===== config.mk =====
export PLATFORM = sky130hd
export DESIGN_NAME = hostlink_uart
export DESIGN_NICKNAME = d
export VERILOG_FILES = /design/src/rtl/hostlink_pkg.sv /design/src/rtl/hostlink_tick.sv /design/src/rtl/hostlink_rx.sv /design/src/rtl/hostlink_tx.sv /design/src/rtl/hostlink_uart.sv
export SDC_FILE = /design/constraint.sdc
export NUM_CORES = 1
export LEC_CHECK = 0
export ABC_AREA = 0
export CORE_MARGIN = 3
export CORE_UTILIZATION = 59
export CTS_CLUSTER_DIAMETER = 200
export DETAILED_ROUTE_END_ITERATION = 8
export GPL_TIMING_DRIVEN = 1
export HOLD_SLACK_MARGIN = 0.02
export PLACE_DENSITY = 0.8
export SLEW_MARGIN = 20
export SYNTH_ARGS = -nofsm -noshare
export SYNTH_HDL_FRONTEND = slang
export SYNTH_SLANG_ARGS = --single-unit

===== constraint.sdc =====
create_clock -name clk -period 3.8 [get_ports clk]
set_input_delay 1.14 -clock clk [delete_from_list [all_inputs] [get_ports clk]]
set_output_delay 1.14 -clock clk [all_outputs]
set_load 0.03 [all_outputs]

===== src/rtl/hostlink_pkg.sv =====
package hostlink_pkg;

   typedef enum logic [1:0] {
      RATE_9K6   = 2'd0,
      RATE_19K2  = 2'd1,
      RATE_57K6  = 2'd2,
      RATE_115K2 = 2'd3
   } rate_e;

   typedef enum logic [2:0] {
      RX_IDLE,
      RX_START,
      RX_DATA,
      RX_STOP,
      RX_HOLD
   } rx_state_e;

   typedef enum logic {
      TX_IDLE,
      TX_SEND
   } tx_state_e;

   // bit rate for each speed code
   function automatic int unsigned rate_bps(input int unsigned code);
      case (code)
         0:       return 9600;
         1:       return 19200;
         2:       return 57600;
         default: return 115200;
      endcase
   endfunction

endpackage


===== src/rtl/hostlink_tick.sv =====
// Oversample tick generator: one tick every div_i clocks while not cleared.
module hostlink_tick #(
   parameter int DIV_W = 8
) (
   input  logic             clk,
   input  logic             rst_n,
   input  logic             clr_i,
   input  logic [DIV_W-1:0] div_i,
   output logic             tick_o
);
   logic [DIV_W-1:0] pc_q;

   assign tick_o = !clr_i && (pc_q == div_i - 1'b1);

   always_ff @(posedge clk or negedge rst_n) begin
      if (!rst_n)               pc_q <= '0;
      else if (clr_i || tick_o) pc_q <= '0;
      else                      pc_q <= pc_q + 1'b1;
   end
endmodule


===== src/rtl/hostlink_rx.sv =====
// Receiver: start confirmed at half a bit, data and stop sampled mid-bit.
module hostlink_rx
   import hostlink_pkg::*;
#(
   parameter int DIV_W = 8,
   parameter int OSR   = 16
) (
   input  logic             clk,
   input  logic             rst_n,
   input  logic             line_i,    // polarity-corrected, idle 1
   input  logic [DIV_W-1:0] div_i,
   output logic [7:0]       data_o,
   output logic             done_o,
   output logic             brk_o
);
   localparam int CW  = $clog2(OSR);
   localparam int MID = OSR / 2;

   rx_state_e        st_q;
   logic [DIV_W-1:0] div_q;
   logic [CW-1:0]    cnt_q;
   logic [2:0]       nbit_q;
   logic [7:0]       sh_q;
   logic             tick;

   hostlink_tick #(.DIV_W(DIV_W)) u_tick (
      .clk    (clk),
      .rst_n  (rst_n),
      .clr_i  (st_q == RX_IDLE || st_q == RX_HOLD),
      .div_i  (div_q),
      .tick_o (tick)
   );

   always_ff @(posedge clk or negedge rst_n) begin
      if (!rst_n) begin
         st_q   <= RX_IDLE;
         div_q  <= '1;
         cnt_q  <= '0;
         nbit_q <= '0;
         sh_q   <= '0;
         data_o <= '0;
         done_o <= 1'b0;
         brk_o  <= 1'b0;
      end else begin
         done_o <= 1'b0;
         brk_o  <= 1'b0;
         case (st_q)
            RX_IDLE: begin
               if (!line_i) begin
                  st_q  <= RX_START;
                  div_q <= div_i;       // rate fixed for this character
                  cnt_q <= '0;
               end
            end
            RX_START: begin
               if (tick) begin
                  if (cnt_q == CW'(MID - 1)) begin
                     cnt_q  <= '0;
                     nbit_q <= '0;
                     st_q   <= line_i ? RX_IDLE : RX_DATA;
                  end else begin
                     cnt_q <= cnt_q + 1'b1;
                  end
               end
            end
            RX_DATA: begin
               if (tick) begin
                  if (cnt_q == CW'(OSR - 1)) begin
                     cnt_q <= '0;
                     sh_q  <= {line_i, sh_q[7:1]};
                     if (nbit_q == 3'd7) st_q <= RX_STOP;
                     nbit_q <= nbit_q + 1'b1;
                  end else begin
                     cnt_q <= cnt_q + 1'b1;
                  end
               end
            end
            RX_STOP: begin
               if (tick) begin
                  if (cnt_q == CW'(OSR - 1)) begin
                     cnt_q <= '0;
                     if (line_i) begin
                        data_o <= sh_q;
                        done_o <= 1'b1;
                        st_q   <= RX_IDLE;
                     end else begin
                        brk_o  <= 1'b1;
                        st_q   <= RX_HOLD;
                     end
                  end else begin
                     cnt_q <= cnt_q + 1'b1;
                  end
               end
            end
            RX_HOLD: begin
               if (line_i) st_q <= RX_IDLE;   // wait for break to end
            end
            default: st_q <= RX_IDLE;
         endcase
      end
   end
endmodule


===== src/rtl/hostlink_tx.sv =====
// Transmitter: start, 8 data bits LSB first, one stop bit.
module hostlink_tx
   import hostlink_pkg::*;
#(
   parameter int DIV_W = 8,
   parameter int OSR   = 16
) (
   input  logic             clk,
   input  logic             rst_n,
   input  logic             abort_i,
   input  logic [DIV_W-1:0] div_i,
   input  logic [7:0]       data_i,
   input  logic             valid_i,
   output logic             ready_o,
   output logic             bit_o      // idle 1, before polarity
);
   localparam int CW = $clog2(OSR);
   localparam int FW = 10;

   tx_state_e        st_q;
   logic [DIV_W-1:0] div_q;
   logic [CW-1:0]    cnt_q;
   logic [3:0]       nbit_q;
   logic [FW-1:0]    sh_q;
   logic             tick;

   assign ready_o = (st_q == TX_IDLE);
   assign bit_o   = (st_q == TX_SEND) ? sh_q[0] : 1'b1;

   hostlink_tick #(.DIV_W(DIV_W)) u_tick (
      .clk    (clk),
      .rst_n  (rst_n),
      .clr_i  (st_q == TX_IDLE),
      .div_i  (div_q),
      .tick_o (tick)
   );

   always_ff @(posedge clk or negedge rst_n) begin
      if (!rst_n) begin
         st_q   <= TX_IDLE;
         div_q  <= '1;
         cnt_q  <= '0;
         nbit_q <= '0;
         sh_q   <= '1;
      end else if (abort_i) begin
         st_q   <= TX_IDLE;
         sh_q   <= '1;
      end else begin
         case (st_q)
            TX_IDLE: begin
               if (valid_i) begin
                  st_q   <= TX_SEND;
                  div_q  <= div_i;
                  cnt_q  <= '0;
                  nbit_q <= '0;
                  sh_q   <= {1'b1, data_i, 1'b0};
               end
            end
            TX_SEND: begin
               if (tick) begin
                  if (cnt_q == CW'(OSR - 1)) begin
                     cnt_q <= '0;
                     sh_q  <= {1'b1, sh_q[FW-1:1]};
                     if (nbit_q == 4'(FW - 1)) st_q <= TX_IDLE;
                     nbit_q <= nbit_q + 1'b1;
                  end else begin
                     cnt_q <= cnt_q + 1'b1;
                  end
               end
            end
            default: st_q <= TX_IDLE;
         endcase
      end
   end
endmodule


===== src/rtl/hostlink_uart.sv =====
module hostlink_uart
   import hostlink_pkg::*;
#(
   parameter int CLK_HZ      = 18_432_000,
   parameter int OSR         = 16,
   parameter int SYNC_STAGES = 2
) (
   input  logic       clk,
   input  logic       rst_n,
   input  logic       pol_strap,
   input  logic       host_tx_line,
   output logic       host_rx_line,
   input  logic       cfg_we,
   input  logic [1:0] cfg_rate,
   input  logic       cfg_txinv,
   output logic [7:0] rx_byte,
   output logic       rx_strobe,
   input  logic [7:0] tx_byte,
   input  logic       tx_valid,
   output logic       tx_ready,
   output logic       mreset_pulse
);
   localparam int NRATES  = 4;
   localparam int DIV_MAX = CLK_HZ / (OSR * int'(rate_bps(0)));
   localparam int DIV_W   = $clog2(DIV_MAX + 1);

   // elaboration checks
   if (SYNC_STAGES < 2) begin : g_bad_sync
      $error("SYNC_STAGES must be at least 2");
   end
   if (OSR < 4 || (OSR % 2) != 0) begin : g_bad_osr
      $error("OSR must be even and at least 4");
   end

   // divisor per speed code
   logic [DIV_W-1:0] div_tab [NRATES];
   for (genvar g = 0; g < NRATES; g++) begin : g_div
      localparam int D = CLK_HZ / (OSR * int'(rate_bps(g)));
      if (D < 1) begin : g_bad_div
         $error("clock too slow for selected oversampling");
      end
      assign div_tab[g] = DIV_W'(D);
   end

   // input synchroniser
   logic [SYNC_STAGES-1:0] sync_q;
   always_ff @(posedge clk or negedge rst_n) begin
      if (!rst_n) sync_q <= '1;
      else        sync_q <= {sync_q[SYNC_STAGES-2:0], host_tx_line};
   end

   logic rx_bit;
   assign rx_bit = sync_q[SYNC_STAGES-1] ^ ~pol_strap;

   // configuration and calibration state
   logic [1:0] rate_q;
   logic       inv_q;
   logic       calib_q;
   logic       rx_done, rx_brk, tx_bit;
   logic [DIV_W-1:0] div_cur;

   assign div_cur = div_tab[rate_q];

   always_ff @(posedge clk or negedge rst_n) begin
      if (!rst_n) begin
         rate_q  <= RATE_9K6;
         inv_q   <= 1'b0;
         calib_q <= 1'b1;
      end else if (rx_brk) begin
         rate_q  <= RATE_9K6;
         inv_q   <= 1'b0;
         calib_q <= 1'b1;
      end else begin
         if (cfg_we) begin
            rate_q <= cfg_rate;
            inv_q  <= cfg_txinv;
         end
         if (rx_done) calib_q <= 1'b0;
      end
   end

   hostlink_rx #(.DIV_W(DIV_W), .OSR(OSR)) u_rx (
      .clk    (clk),
      .rst_n  (rst_n),
      .line_i (rx_bit),
      .div_i  (div_cur),
      .data_o (rx_byte),
      .done_o (rx_done),
      .brk_o  (rx_brk)
   );

   hostlink_tx #(.DIV_W(DIV_W), .OSR(OSR)) u_tx (
      .clk     (clk),
      .rst_n   (rst_n),
      .abort_i (rx_brk),
      .div_i   (div_cur),
      .data_i  (tx_byte),
      .valid_i (tx_valid),
      .ready_o (tx_ready),
      .bit_o   (tx_bit)
   );

   assign rx_strobe    = rx_done && !calib_q;
   assign mreset_pulse = rx_brk;
   assign host_rx_line = tx_bit ^ ~pol_strap ^ inv_q;

endmodule


==> results of run 1 <==
## kinds of logic after synthesis
| group | after synthesis | share of synthesized area, % |
|---|---|---|
| compound gates | 65 | 10.7 |
| fa+ha+maj | 14 | 4.05 |
| mux | 37 | 9.81 |
| simple gates | 161 | 19.5 |
| xor+xnor | 29 | 5.87 |
| flops | 80 | 47.0 |
| buf+inv | 33 | 3.04 |
## final timing paths
path,start,endpoint,slack [ps]
max,pol_strap,host_rx_line,360
min,sync_q[0]$_DFF_PN1_,sync_q[1]$_DFF_PN1_,360
max reg2reg,u_rx.div_q[0]$_DFFE_PN1P_,u_rx.sh_q[1]$_DFFE_PN0P_,460
min reg2reg,sync_q[0]$_DFF_PN1_,sync_q[1]$_DFF_PN1_,360
max in group asynchronous,rst_n,u_rx.data_o[3]$_DFFE_PN0P_,2240
min in group asynchronous,rst_n,u_tx.u_tick.pc_q[3]$_DFF_PN0_,930
## per-stage QoR
stage | hold slack, ps | worst slack [ps] | area, µm²
4_1_cts | 360 | 342 | 4870
3_5_place_dp | 348 | 362 | 4690
2_1_floorplan | 345 | 855 | 4330
5_1_grt | 363 | 305 | 4870
3_3_place_gp | 345 | 393 | 4690
6_report | 360 | 362 | 4870
## routing by layer
| layer | routed length, µm | GRT usage, % | vias to the layer above |
|---|---|---|---|
| met2 | 3800 | 31.9 | 90 |
| li1 | - | - | 1538 |
| met3 | 379 | 4.68 | 16 |
| met4 | 210 | 10.7 | 0 |
| met1 | 3870 | 28.5 | 1523 |
| met5 | 0 | 0 | - |
## where the power goes
group / switching [mW] / internal [mW] / total [mW]
combinational: 0.466 / 0.401 / 0.867
sequential: 0.200 / 1.06 / 1.26
clock: 0.300 / 0.298 / 0.598
## layout make-up
| cell class | instances | area, µm² |
|---|---|---|
| multi-input combinational | 306 | 2160 |
| inverter | 16 | 60.1 |
| sequential | 80 | 2030 |
| fill | 507 | 2070 |
| clock inverter | 7 | 62.6 |
| tap | 96 | 120 |
| timing repair buffer | 33 | 313 |
| clock buffer | 9 | 124 |
## sequential cells by signal, indices dropped and copies added, names as in the netlist, 2 cells and up
signal            cells
u_tx.sh_q             9
u_rx.nbit_q           3
u_rx.sh_q             8
u_tx.cnt_q            4
u_rx.cnt_q            4
u_tx.div_q            7
sync_q                2
u_rx.st_q             3
u_rx.u_tick.pc_q      7
u_rx.data_o           8
u_tx.nbit_q           4
rate_q                2
u_rx.div_q            7
u_tx.u_tick.pc_q      7
## placed cells by master (no fill, tap or decap), types with 3 or more instances in the layout
cell,netlist,final
mux2i_1,18,18
nor2b_1,15,15
mux2_4,8,8
nor3b_1,3,3
nand2b_1,7,7
a21o_1,3,3
inv_1,16,16
clkinv_2,0,5
nand3_1,14,14
nor4_1,4,4
buf_4,0,7
ha_1,14,14
clkdlybuf4s50_1,0,26
nand4_1,8,8
nor2_1,35,35
a31oi_1,4,4
xnor2_1,21,21
xor2_1,8,8
nand2_1,39,39
mux2_2,11,11
a211oi_1,9,9
o21ai_0,17,17
o21ai_1,3,3
clkbuf_8,0,9
nor3_1,13,13
and3_1,7,7
a21oi_1,10,10
or3_1,3,3
a221o_1,3,3
dfstp_2,26,26
dfrtp_1,54,54
==> out/metrics.csv, run 1 <==
stage;metric;value;unit
cells_and_area;final_core_util;70.2;%
yosys;ys_ff_latch;80;
floorplan;core-area;6940;µm²
status;status;completed;
yosys;post-synth-top-area-cell;dfrtp_1;
routing;drtIter0Drc;204;
setup_path;cp.required;2660;ps
timing;final.min_clock_period;3440;ps
setup_path;cp-start-kind;input port;
power_and_ir_drop;cellLeakagePower;2.19;nW
global_routing;antenna_found_initial;0;
yosys;synth-edff-count;0;
routing;ant_nets;0;
setup_path;reg2reg_depth;8;
global_routing;grt_max_degree;81;
cells_and_area;diodes;0;
yosys;synth_fp_nets;450;
placed_design;port_buffers;28;
placed_design;placed_cells;531;
hold_path;worstHoldPathType;flip-flop to flip-flop;
setup_path;critPathArrivalTime;2300;ps
floorplan;num_rows;30;
yosys;netlist_top_cells_area;dfrtp_1, dfstp_2, xnor2_1;
power_and_ir_drop;ir_drop;0.245;mV
timing;max_freq;291;MHz
timing;tightest_slew;965;ps
power_and_ir_drop;finalPower;2.72;mW
setup_path;end_kind;output port;
hold_path;holdPathStages;0;
cells_and_area;area_growth;12.7;%
yosys;synth_seq_area_share;47.0;%
cts;cts_tree;yes;
global_routing;grt_use_total;21.0;%
timing;setup_tns;0;ps
cts;htreeDepth;3;
setup_path;crit_buf_inv;2;
cts;clock-sinks;80;
yosys;synth_flop_cell;dfrtp_1;
setup_path;crit_slowest_cell;clkdlybuf4s50_1;
global_routing;grt_pass1_wl;14200;µm
yosys;post_synth.cell_area_avg;10.3;µm²
cts;clockBufferDepth;2;
floorplan;ios;29;
power_and_ir_drop;power.density;558;nW/µm²
routing;wl_per_cell;15.1;µm
cts;postCtsSetupRepairBufs;0;
floorplan;die_x;91.6;µm
setup_path;cpMostUsedCell;xnor2_1;
global_routing;overflow;0;
setup_path;cp_top_family;buffers and inverters;
job;maxCapViolCount;0;
global_routing;grt_pass1_vias;3103;
cts;postCtsResizedCells;0;
floorplan;die_h;91.6;µm
placed_design;hpwl;5660;µm
cells_and_area;final_layout_size_suffix_gt1_share;16.9;%
floorplan;dieArea;8390;µm²
timing;final_hold_viol_count;0;
timing;finalMaxSlewViolations;0;
cts;hold_buffers;0;
yosys;synth_most_common_cell;dfrtp_1;
timing;min_period_over_period;90.5;%
cts;path_clk_slew;80;ps
setup_path;critical-path-max-stage-delay;500;ps
yosys;synth_area;4330;µm²
yosys;yosys_warnings;0;
timing;skew;6.43;ps
yosys;synth_top_area_share;31.2;%
placed_design;place.gp.congestion;0.812;
floorplan;start_util;62.3;%
routing;drc;0;
timing;rsz0062_at_grt;no;
setup_path;crit_chain;clkdlybuf4s50_1 -> xnor2_1 -> xnor2_1 -> buf_4;
yosys;netlist_instances;419;
yosys;synthDistinctLibCells;54;
timing;max_slew_margin;35.6;%
routing;vias;3167;
cts;cts_root_buffer;clkbuf_8;
setup_path;worstPathMaxFanout;3;
setup_path;path_depth;4;
cells_and_area;instances_no_fill;547;
routing;avgViaCountPerCell;5.79;
cells_and_area;nets;477;
routing;firstDrtPassIters;5;
routing;totalWireLength;8260;µm
cts;cts_buffers;9;
yosys;synthTopCellsByCount;dfrtp_1, nand2_1, nor2_1, dfstp_2, xnor2_1;
cts;insertion_delay;350;ps
yosys;ys_async_sr_fraction;100;%
timing;setup-violations-final;0;
setup_path;path_class;input port to output port;
(Power assumes the default switching activity.)
==> run 2: changes to the inputs <==
--- a/config.mk
+++ b/config.mk
@@ -12,7 +12,7 @@
 export DETAILED_ROUTE_END_ITERATION = 8
 export GPL_TIMING_DRIVEN = 1
 export HOLD_SLACK_MARGIN = 0.02
-export PLACE_DENSITY = 0.8
+export PLACE_DENSITY = 0.81
 export SLEW_MARGIN = 20
 export SYNTH_ARGS = -nofsm -noshare
 export SYNTH_HDL_FRONTEND = slang
==> out/metrics.csv, run 2 (synthesis gave the netlist of run 1 again) <==
stage;metric;value;unit;change
placed_design;placed_cells;532;;+0.19%
hold_path;worst_hold_startpoint;sync_q[0]$_DFF_PN1_;;
floorplan;die_h;91.6;µm;unchanged
floorplan;dieArea;8390;µm²;unchanged
placed_design;hpwl;5800;µm;+2.6%
cells_and_area;regMostFlops;u_tx.sh_q;;
global_routing;use_met3;3.61;%;-1.1 points
routing;drc;0;;unchanged
cts;clock-sinks;80;;unchanged
hold_path;worstHoldPathType;flip-flop to flip-flop;;
timing;skew;13.8;ps;+7.35 ps
global_routing;grt_max_degree;81;;unchanged
timing;max_freq;294;MHz;+1.2%
setup_path;r2r-start;u_rx.div_q[0]$_DFFE_PN1P_;;
cells_and_area;final_core_util;70.5;%;+0.31 points
cells_and_area;final_layout_size_suffix_gt1_share;16.4;%;-0.48 points
cells_and_area;final_cell_mix;dfrtp_1, nand2_1, nor2_1;;
power_and_ir_drop;cellLeakagePower;2.19;nW;+0.18%
timing;finalWorstSetupSlack;403;ps;+40.5 ps
timing;min_period_over_period;89.4;%;-1.1 points
placed_design;pre_cts_ws;424;ps;+61.7 ps
global_routing;grtUsageMet1;29.2;%;+0.76 points
cells_and_area;reg_top3;u_tx.sh_q x9, u_rx.data_o x8, u_rx.sh_q x8;;
global_routing;grt_pass1_vias;3164;;+2.0%
floorplan;die_x;91.6;µm;unchanged
cells_and_area;nets;478;;+0.21%
setup_path;crit_path_start;pol_strap;;
routing;wl_per_cell;15.5;µm;+2.5%
timing;tightest_slew;982;ps;+16.7 ps
global_routing;antenna_found_initial;0;;unchanged
cts;cts_tree;yes;;
status;status;completed;;
job;maxCapViolCount;0;;unchanged
global_routing;overflow;0;;unchanged
cts;postCtsSetupRepairBufs;0;;unchanged
cts;cts_buffers;9;;unchanged
routing;avgViaCountPerCell;5.84;;+0.79%
cells_and_area;multi_input_area;2160;µm²;unchanged
timing;setup-violations-final;0;;unchanged
cts;cts_root_buffer;clkbuf_8;;
global_routing;gr-usage-met2;33.7;%;+1.8 points
cells_and_area;instances_no_fill;548;;+0.18%
global_routing;grt_pass1_wl;14700;µm;+3.0%
routing;firstDrtPassIters;4;;-1
timing;rsz0062_at_grt;no;;
power_and_ir_drop;power.density;565;nW/µm²;+1.2%
setup_path;end_kind;output port;;
cells_and_area;area_growth;13.2;%;
timing;final.min_clock_period;3400;ps;-40.5 ps
global_routing;top_usage_layer;met2;;
placed_design;place.gp.congestion;0.859;;+5.8%
global_routing;grt_use_total;21.5;%;+0.49 points
cells_and_area;fillers;513;;+1.2%
routing;ant_nets;0;;unchanged
setup_path;cp-start-kind;input port;;
routing;drtIter0Drc;184;;-9.8%
cts;path_clk_slew;80;ps;about the same
routing;totalWireLength;8490;µm;+2.7%
setup_path;critPathArrivalTime;2260;ps;-40 ps
cts;htreeDepth;3;;unchanged
timing;setup_tns;0;ps;unchanged
cells_and_area;largest_reg_flops;9;;unchanged
setup_path;cp.required;2660;ps;about the same
placed_design;port_buffers;28;;unchanged
floorplan;num_rows;30;;unchanged
setup_path;path_class;input port to output port;;
setup_path;worstPathMaxFanout;3;;unchanged
timing;max_slew_margin;34.5;%;-1.1 points
cells_and_area;diodes;0;;unchanged
cts;hold_buffers;0;;unchanged
cts;clockBufferDepth;2;;unchanged
power_and_ir_drop;ir_drop;0.293;mV;+19%
cts;postCtsResizedCells;0;;unchanged
cts;insertion_delay;350;ps;about the same
floorplan;start_util;62.3;%;unchanged
timing;finalMaxSlewViolations;0;;unchanged
cells_and_area;regArea;2030;µm²;unchanged
routing;vias;3198;;+0.98%
timing;final_hold_viol_count;0;;unchanged
floorplan;ios;29;;unchanged
floorplan;core-area;6940;µm²;unchanged
cells_and_area;mostFrequentLayoutCell;dfrtp_1;;
==> run 2: layer usage <==
layer | share of wire, % | routed length (µm)
met3 | 3.4 | 287
met5 | 0 | 0
met4 | 2.5 | 215
met2 | 48 | 4050
met1 | 46 | 3940
==> run 2: layout make-up <==
| cell class | instances | share of cell area, % |
|---|---|---|
| clock buffers | 14 | 3.32 |
| clock inverters | 2 | 0.767 |
| inverters | 16 | 1.23 |
| multi-input cells | 306 | 44.1 |
| flip-flops and latches | 80 | 41.6 |
| well taps | 96 | 2.45 |
| repair buffers | 34 | 6.54 |
==> run 2: critical path, stage by stage <==
cell             delay (ps)
clkdlybuf4s50_1         500
xnor2_1                 250
xnor2_1                 170
buf_4                   200
==> run 2: stage by stage <==
stage	power, mW	hold WS (ps)	instance area, µm²
3_5_place_dp	2.13	351	4690
4_1_cts	2.77	364	4890
6_report	2.77	364	4890
3_3_place_gp	2.07	349	4690
5_1_grt	2.94	367	4890
2_1_floorplan	1.91	345	4330
==> run 2: final timing paths <==
check	end	slack [ps]	cells after the start
worst max-delay path	host_rx_line	400	4
worst min-delay path	sync_q[1]$_DFF_PN1_	360	0
worst max register to register	u_rx.sh_q[4]$_DFFE_PN0P_	410	8
worst min register to register	sync_q[1]$_DFF_PN1_	360	0
max in group asynchronous	u_rx.data_o[0]$_DFFE_PN0P_	2210	1
min in group asynchronous	u_tx.u_tick.pc_q[2]$_DFF_PN0_	940	1
==> run 2: where the power goes <==
group	internal (mW)	total, mW	switching [mW]	leakage, nW
Combinational	0.401	0.874	0.472	1.12
Sequential	1.06	1.25	0.197	0.971
Clock	0.341	0.640	0.299	0.0969
==> run 3: changes to the inputs <==
--- a/config.mk
+++ b/config.mk
@@ -10,6 +10,7 @@
 export CORE_UTILIZATION = 59
 export CTS_CLUSTER_DIAMETER = 200
 export DETAILED_ROUTE_END_ITERATION = 8
+export GPL_ROUTABILITY_DRIVEN = 0
 export GPL_TIMING_DRIVEN = 1
 export HOLD_SLACK_MARGIN = 0.02
 export PLACE_DENSITY = 0.81
==> results of run 3 <==
No change in the layout: final DEF, timing and power equal those of run 2.
